==> config.mk <==
export PLATFORM = sky130hd
export DESIGN_NAME = atomic_mem_adapter
export DESIGN_NICKNAME = d
export VERILOG_FILES = /design/src/rtl/amo_adapter_pkg.sv /design/src/rtl/amo_alu.sv /design/src/rtl/amo_rsv.sv /design/src/rtl/amo_seq.sv /design/src/rtl/atomic_mem_adapter.sv
export SDC_FILE = /design/constraint.sdc
export NUM_CORES = 1
export LEC_CHECK = 0
export ABC_AREA = 1
export BUFFER_PORTS_ARGS = -buffer_cell sky130_fd_sc_hd__buf_2
export CAP_MARGIN = 25
export CORE_UTILIZATION = 58
export CTS_CLUSTER_SIZE = 25
export DETAILED_ROUTE_END_ITERATION = 6
export PLACE_DENSITY = 0.82
export SYNTH_ARGS = -nofsm -noshare
export SYNTH_HDL_FRONTEND = slang
export SYNTH_SLANG_ARGS = --single-unit
export TNS_END_PERCENT = 20
==> constraint.sdc <==
create_clock -name clk_i -period 3.05 [get_ports clk_i]
set_input_delay 0.305 -clock clk_i [delete_from_list [all_inputs] [get_ports clk_i]]
set_output_delay 0.305 -clock clk_i [all_outputs]
set_load 0.005 [all_outputs]
==> src/rtl/amo_adapter_pkg.sv <==
package amo_adapter_pkg;

    localparam int OP_W = 4;

    typedef enum logic [OP_W-1:0] {
        OP_READ  = 4'd0,
        OP_WRITE = 4'd1,
        OP_LR    = 4'd2,
        OP_SC    = 4'd3,
        OP_SWAP  = 4'd4,
        OP_ADD   = 4'd5,
        OP_XOR   = 4'd6,
        OP_AND   = 4'd7,
        OP_OR    = 4'd8,
        OP_MIN   = 4'd9,
        OP_MAX   = 4'd10,
        OP_MINU  = 4'd11,
        OP_MAXU  = 4'd12
    } op_e;

    typedef enum logic [2:0] {
        S_IDLE,
        S_RD_ISSUE,
        S_RD_WAIT,
        S_WR_ISSUE,
        S_WR_WAIT,
        S_REPLY
    } seq_state_e;

    function automatic logic op_known(input logic [OP_W-1:0] op);
        return op <= OP_MAXU;
    endfunction

    // codes that demand a full aligned word
    function automatic logic op_word_only(input logic [OP_W-1:0] op);
        return (op >= OP_LR) && (op <= OP_MAXU);
    endfunction

    function automatic logic op_rmw(input logic [OP_W-1:0] op);
        return (op >= OP_SWAP) && (op <= OP_MAXU);
    endfunction

endpackage

==> src/rtl/amo_alu.sv <==
module amo_alu
    import amo_adapter_pkg::*;
#(
    parameter int DATA_W = 32
) (
    input  logic [OP_W-1:0]   op_i,
    input  logic [DATA_W-1:0] old_i,
    input  logic [DATA_W-1:0] opnd_i,
    output logic [DATA_W-1:0] res_o
);

    logic s_less;
    logic u_less;

    assign s_less = $signed(old_i) < $signed(opnd_i);
    assign u_less = old_i < opnd_i;

    always_comb begin
        res_o = old_i;
        unique case (op_i)
            OP_SWAP: res_o = opnd_i;
            OP_ADD:  res_o = old_i + opnd_i;
            OP_XOR:  res_o = old_i ^ opnd_i;
            OP_AND:  res_o = old_i & opnd_i;
            OP_OR:   res_o = old_i | opnd_i;
            OP_MIN:  res_o = s_less ? old_i : opnd_i;
            OP_MAX:  res_o = s_less ? opnd_i : old_i;
            OP_MINU: res_o = u_less ? old_i : opnd_i;
            OP_MAXU: res_o = u_less ? opnd_i : old_i;
            default: res_o = old_i;
        endcase
    end

endmodule

==> src/rtl/amo_rsv.sv <==
module amo_rsv (
    input  logic clk_i,
    input  logic rst_ni,
    input  logic set_i,
    input  logic clr_i,
    output logic flag_o
);

    logic flag_q;

    always_ff @(posedge clk_i or negedge rst_ni) begin
        if (!rst_ni) begin
            flag_q <= 1'b0;
        end else if (clr_i) begin
            flag_q <= 1'b0;
        end else if (set_i) begin
            flag_q <= 1'b1;
        end
    end

    assign flag_o = flag_q;

    AST_SET_CLR_EXCL: assert property (@(posedge clk_i) disable iff (!rst_ni) !(set_i && clr_i));

endmodule

==> src/rtl/amo_seq.sv <==
module amo_seq
    import amo_adapter_pkg::*;
#(
    parameter int ADDR_W = 32,
    parameter int DATA_W = 32,
    parameter int BE_W   = DATA_W / 8
) (
    input  logic              clk_i,
    input  logic              rst_ni,
    input  logic              req_i,
    output logic              gnt_o,
    input  logic [ADDR_W-1:0] addr_i,
    input  logic [OP_W-1:0]   op_i,
    input  logic [DATA_W-1:0] wdata_i,
    input  logic [BE_W-1:0]   be_i,
    output logic              rvalid_o,
    output logic [DATA_W-1:0] rdata_o,
    output logic              err_o,
    output logic              m_req_o,
    input  logic              m_gnt_i,
    output logic              m_we_o,
    output logic [ADDR_W-1:0] m_addr_o,
    output logic [DATA_W-1:0] m_wdata_o,
    output logic [BE_W-1:0]   m_be_o,
    input  logic              m_rvalid_i,
    input  logic [DATA_W-1:0] m_rdata_i,
    input  logic              rsv_flag_i,
    output logic              rsv_set_o,
    output logic              rsv_clr_o,
    output logic [OP_W-1:0]   alu_op_o,
    output logic [DATA_W-1:0] alu_opnd_o,
    input  logic [DATA_W-1:0] alu_res_i
);

    localparam int OFF_W = $clog2(BE_W);

    seq_state_e        state_q, state_d;
    logic [OP_W-1:0]   op_q, op_d;
    logic [ADDR_W-1:0] addr_q, addr_d;
    logic [DATA_W-1:0] opnd_q, opnd_d;
    logic [BE_W-1:0]   be_q, be_d;
    logic [DATA_W-1:0] wr_q, wr_d;
    logic [DATA_W-1:0] rsp_q, rsp_d;
    logic              rerr_q, rerr_d;
    logic              misaligned;

    assign misaligned = op_word_only(op_i) &&
                        ((addr_i[OFF_W-1:0] != '0) || (be_i != '1));

    // next state and datapath
    always_comb begin
        state_d   = state_q;
        op_d      = op_q;
        addr_d    = addr_q;
        opnd_d    = opnd_q;
        be_d      = be_q;
        wr_d      = wr_q;
        rsp_d     = rsp_q;
        rerr_d    = rerr_q;
        rsv_set_o = 1'b0;
        rsv_clr_o = 1'b0;
        unique case (state_q)
            S_IDLE: begin
                if (req_i) begin
                    op_d   = op_i;
                    addr_d = addr_i;
                    opnd_d = wdata_i;
                    be_d   = be_i;
                    rsp_d  = '0;
                    rerr_d = 1'b0;
                    if (!op_known(op_i) || misaligned) begin
                        rerr_d    = 1'b1;
                        rsv_clr_o = (op_i == OP_SC);
                        state_d   = S_REPLY;
                    end else if (op_i == OP_WRITE) begin
                        wr_d    = wdata_i;
                        state_d = S_WR_ISSUE;
                    end else if (op_i == OP_SC) begin
                        rsv_clr_o = 1'b1;
                        if (rsv_flag_i) begin
                            wr_d    = wdata_i;
                            state_d = S_WR_ISSUE;
                        end else begin
                            rsp_d   = DATA_W'(1);
                            state_d = S_REPLY;
                        end
                    end else begin
                        rsv_set_o = (op_i == OP_LR);
                        state_d   = S_RD_ISSUE;
                    end
                end
            end
            S_RD_ISSUE: if (m_gnt_i) state_d = S_RD_WAIT;
            S_RD_WAIT: begin
                if (m_rvalid_i) begin
                    rsp_d = m_rdata_i;
                    if (op_rmw(op_q)) begin
                        wr_d    = alu_res_i;
                        state_d = S_WR_ISSUE;
                    end else begin
                        state_d = S_REPLY;
                    end
                end
            end
            S_WR_ISSUE: if (m_gnt_i) state_d = S_WR_WAIT;
            S_WR_WAIT:  if (m_rvalid_i) state_d = S_REPLY;
            S_REPLY:    state_d = S_IDLE;
            default:    state_d = S_IDLE;
        endcase
    end

    // state register
    always_ff @(posedge clk_i or negedge rst_ni) begin
        if (!rst_ni) begin
            state_q <= S_IDLE;
            op_q    <= '0;
            addr_q  <= '0;
            opnd_q  <= '0;
            be_q    <= '0;
            wr_q    <= '0;
            rsp_q   <= '0;
            rerr_q  <= 1'b0;
        end else begin
            state_q <= state_d;
            op_q    <= op_d;
            addr_q  <= addr_d;
            opnd_q  <= opnd_d;
            be_q    <= be_d;
            wr_q    <= wr_d;
            rsp_q   <= rsp_d;
            rerr_q  <= rerr_d;
        end
    end

    // outputs
    always_comb begin
        gnt_o      = (state_q == S_IDLE);
        m_req_o    = (state_q == S_RD_ISSUE) || (state_q == S_WR_ISSUE);
        m_we_o     = (state_q == S_WR_ISSUE);
        m_addr_o   = addr_q;
        m_wdata_o  = wr_q;
        m_be_o     = be_q;
        rvalid_o   = (state_q == S_REPLY);
        rdata_o    = rsp_q;
        err_o      = rerr_q;
        alu_op_o   = op_q;
        alu_opnd_o = opnd_q;
    end

    AST_ONE_OUTSTANDING: assert property (@(posedge clk_i) disable iff (!rst_ni) (req_i && gnt_o) |=> !gnt_o);
    AST_RVALID_PULSE: assert property (@(posedge clk_i) disable iff (!rst_ni) rvalid_o |=> !rvalid_o);
    AST_DN_HOLD: assert property (@(posedge clk_i) disable iff (!rst_ni) (m_req_o && !m_gnt_i) |=> (m_req_o && $stable(m_addr_o) && $stable(m_we_o)));
    AST_BAD_OP_NO_DN: assert property (@(posedge clk_i) disable iff (!rst_ni) (req_i && gnt_o && (op_i > OP_MAXU)) |=> !m_req_o);
    AST_SC_CLEARS: assert property (@(posedge clk_i) disable iff (!rst_ni) (req_i && gnt_o && (op_i == OP_SC)) |=> !rsv_flag_i);
    AST_PLAIN_KEEPS: assert property (@(posedge clk_i) disable iff (!rst_ni) (req_i && gnt_o && (op_i <= OP_WRITE)) |=> $stable(rsv_flag_i));

endmodule

==> src/rtl/atomic_mem_adapter.sv <==
module atomic_mem_adapter
    import amo_adapter_pkg::*;
#(
    parameter int ADDR_W = 32,
    parameter int DATA_W = 32,
    parameter int BE_W   = DATA_W / 8
) (
    input  logic              clk_i,
    input  logic              rst_ni,
    input  logic              req_i,
    output logic              gnt_o,
    input  logic [ADDR_W-1:0] addr_i,
    input  logic [3:0]        op_i,
    input  logic [DATA_W-1:0] wdata_i,
    input  logic [BE_W-1:0]   be_i,
    output logic              rvalid_o,
    output logic [DATA_W-1:0] rdata_o,
    output logic              err_o,
    output logic              mem_req_o,
    input  logic              mem_gnt_i,
    output logic              mem_we_o,
    output logic [ADDR_W-1:0] mem_addr_o,
    output logic [DATA_W-1:0] mem_wdata_o,
    output logic [BE_W-1:0]   mem_be_o,
    input  logic              mem_rvalid_i,
    input  logic [DATA_W-1:0] mem_rdata_i
);

    logic              rsv_flag;
    logic              rsv_set;
    logic              rsv_clr;
    logic [OP_W-1:0]   alu_op;
    logic [DATA_W-1:0] alu_opnd;
    logic [DATA_W-1:0] alu_res;

    amo_seq #(
        .ADDR_W (ADDR_W),
        .DATA_W (DATA_W),
        .BE_W   (BE_W)
    ) u_seq (
        .clk_i      (clk_i),
        .rst_ni     (rst_ni),
        .req_i      (req_i),
        .gnt_o      (gnt_o),
        .addr_i     (addr_i),
        .op_i       (op_i),
        .wdata_i    (wdata_i),
        .be_i       (be_i),
        .rvalid_o   (rvalid_o),
        .rdata_o    (rdata_o),
        .err_o      (err_o),
        .m_req_o    (mem_req_o),
        .m_gnt_i    (mem_gnt_i),
        .m_we_o     (mem_we_o),
        .m_addr_o   (mem_addr_o),
        .m_wdata_o  (mem_wdata_o),
        .m_be_o     (mem_be_o),
        .m_rvalid_i (mem_rvalid_i),
        .m_rdata_i  (mem_rdata_i),
        .rsv_flag_i (rsv_flag),
        .rsv_set_o  (rsv_set),
        .rsv_clr_o  (rsv_clr),
        .alu_op_o   (alu_op),
        .alu_opnd_o (alu_opnd),
        .alu_res_i  (alu_res)
    );

    amo_rsv u_rsv (
        .clk_i  (clk_i),
        .rst_ni (rst_ni),
        .set_i  (rsv_set),
        .clr_i  (rsv_clr),
        .flag_o (rsv_flag)
    );

    amo_alu #(
        .DATA_W (DATA_W)
    ) u_alu (
        .op_i   (alu_op),
        .old_i  (mem_rdata_i),
        .opnd_i (alu_opnd),
        .res_o  (alu_res)
    );

endmodule

==> results.cfg <==
[power_and_ir_drop]
p_per_area_nw_per_um2 = 1040
p_leak_nw = 7.94
irDropWorstVdd_mv = 0.655
power.total_mw = 15.8

[synth]
postSynthCellCount = 2025
yosysMostFrequentCell = nand2_1
syn_avg_cell_area_um2 = 6.25
ys_seq_area_share_pct = 27.9
synth_nets = 2231
ys_seq_elements = 141
synth_edf_count = 0
synth_cell_types = 38
syn_area_um2 = 12700
async_flop_share_pct = 100
synth-main-ff-cell = dfrtp_1
netlist.area_leader.share_pct = 27.9
synth_area_leaders = dfrtp_1 (28%), nand2_1 (16%), nand3_1 (12%)
synth_top_area_cell = dfrtp_1
yosysWarnings = 0
netlist_top_cells_count = nand2_1 (532), nand3_1 (303), inv_1 (241), nor2_1 (201), o21ai_0 (153)

[timing]
finalHoldViolations = 0
fin_crit_ns = 2.87
fin_tns_setup_ns = 0
slew_headroom_pct = 38.1
post-route-period-util_pct = 94.0
tightestPinTransition_ns = 0.929
holdWs_ns = 0.0566
skew_ns = 0.0157
setup_violations = 0
fmax_mhz = 349
maxSlewViolCount = 0

[setup_path]
setup.worst_path.start_class = register
crit_path_cell_trace = inv_1 -> ha_1 -> buf_4 -> inv_1 -> a21oi_1 -> nand2_1 -> nand2_1 -> nand2_1 -> a21oi_4 -> buf_4 -> nand2_4 -> nand2_2 -> nand2_4 -> buf_12 -> clkbuf_16 -> nand2_1 -> nand3_1 -> nand3_1 -> nand2_1 -> a21oi_1
cp_top_family = simple AND/OR/NAND/NOR gates
critical_path_class = register to register
crit_buf_inv = 6
cp_slowest_stage_delay_ns = 0.35
crit_arrival_ns = 3.23
required_ns = 3.41
crit_fanout = 12
slowest_stage = dfrtp_1
cp_common_cell = nand2_1
r2r_setup_slack_ns = 0.18
setup.worst_path.end_class = register

[floorplan]
rows = 53
start_util_pct = 59.7
dieArea_um2 = 22400
pin_count = 214
fp.dieW_um = 150
fp.dieH_um = 150
coreArea_um2 = 21200

[clock_tree]
path_clk_slew_ns = 0.08
clock_path_buffers = 2
cts_buffers = 17
clk_latency_ns = 0.44
cts-root-buf = clkbuf_16
cts_sinks = 141
htreeDepth = 4
cts_tree = yes

[global_route]
grt_pass1_wl_um = 71500
overflow = 0
antenna_found_initial = 0
grt_max_degree = 87
grt_pass1_vias = 14300
groute.usage.overall_pct = 40.5

[route]
wl_per_cell_um = 17.9
via_count = 15100
routed_via_density = 5.93
drc = 2
drtAntennaViolNets = 0
drt-total-wl_um = 45500
firstDrtPassIters = 7
drt-initial-drc-count = 1547

[flow_run]
maxCapViolCount = 0

[layout]
antenna_cells = 0
final_cell_count_no_fill = 2539
final_area_um2 = 15200
nets = 2457
syn2layout_area_growth_pct = 20.3
drive_gt1_share_pct = 17.0
fill_cells = 1815

[placement]
dp_hpwl_um = 32300
dp_cells = 2501
port_buffers = 213
dpl_cell_area_um2 = 14500
gp_congestion = 0.991

[run_status]
outcome = finished, violations left
failed_checks = DRC

[worst_hold_path]
hp-class = input pin to register
-- area by class of cell --
class	count	area (µm²)	area share (%)
Clock buffer	18	429	2.82
Tap cell	275	344	2.26
Sequential cell	141	3530	23.2
Inverter	243	912	5.99
Clock inverter	14	155	1.02
Multi-Input combinational cell	1532	7860	51.6
Timing Repair Buffer	316	2000	13.1
-- per-stage QoR --
stage	worst slack (ns)	utilization, %
final	0.182	71.8
after global routing	-0.0451	71.8
after CTS	0.0924	71.0
after detailed placement	0.0768	68.2
after global placement	0.103	68.2
after floorplan	0.459	-
-- worst min-delay path, cell delays in order --
cell     delay, ns
buf_2         0.07
nand2_1       0.04
nand2_1       0.04
-- final timing paths --
| kind | from | endpoint | cells past startpoint |
|---|---|---|---|
| worst max-delay path | u_seq.alu_opnd_o[27] | u_seq.m_wdata_o[19] | 20 |
| worst min-delay path | addr_i[27] | u_seq.m_addr_o[27] | 3 |
| worst max register to register | u_seq.alu_opnd_o[27] | u_seq.m_wdata_o[19] | 20 |
| worst min register to register | u_seq.m_addr_o[15] | u_seq.m_addr_o[15] | 2 |
| max in group asynchronous | rst_ni | u_seq.m_addr_o[24] | 3 |
| min in group asynchronous | rst_ni | u_seq.rdata_o[31] | 2 |
-- timing repair --
item / CTS / global route
buffers inserted: 0 / 4
gates resized for setup: 0 / 33
endpoints found under the setup margin: 0 / 32
hold buffers: 1 / 0
endpoints found under the hold margin: 59 / 0
-- layer usage --
metal	track usage, %	wire length [µm]	vias up
met3	9.27	4820	177
met5	0	0	-
met1	51.0	18300	6846
li1	-	-	7074
met2	65.9	20400	967
met4	17.9	1960	0
-- placed cells by master (no fill, tap or decap), types with 5 or more instances in the layout --
cell type / synthesis / layout
nand2_1: 532 / 531
nand3_1: 303 / 302
inv_1: 241 / 235
buf_2: 18 / 212
nor2_1: 201 / 200
o21ai_0: 153 / 149
dfrtp_1: 141 / 136
a21oi_1: 108 / 107
buf_4: 10 / 89
ha_1: 96 / 88
o22ai_1: 33 / 33
a221oi_1: 21 / 21
nand4_1: 20 / 20
clkbuf_16: 0 / 18
nor3_1: 21 / 17
buf_12: 0 / 10
o211ai_1: 8 / 8
inv_2: 1 / 7
ha_2: 0 / 5
dfrtp_2: 0 / 5
-- state kept, by name (all words and copies together) (netlist names) --
register          cells
u_seq.m_wdata_o      32
u_seq.m_addr_o       32
u_seq.err_o           1
u_seq.rdata_o        32
u_seq.alu_opnd_o     32
u_seq.alu_op_o        4
u_rsv.flag_o          1
u_seq.m_be_o          4
u_seq.state_q         3
-- report_power, final --
part	switching [mW]	leakage (nW)	internal, mW
clock	0.998	0.277	1.16
combinational	6.64	5.91	3.75
sequential	0.605	1.75	2.70
total	8.24	7.94	7.61
-- logic make-up after synthesis --
logic type	Yosys count	share of synthesized area, %
XOR/XNOR	1	0.0692
buffers and inverters	352	11.0
adder cells (fa/ha/maj)	97	9.64
AND/OR/NAND/NOR	1093	36.4
AO/OA/AOI/OAI	341	15.0
flip-flops	141	27.9
No activity file was read; power rests on OpenSTA's default activity.
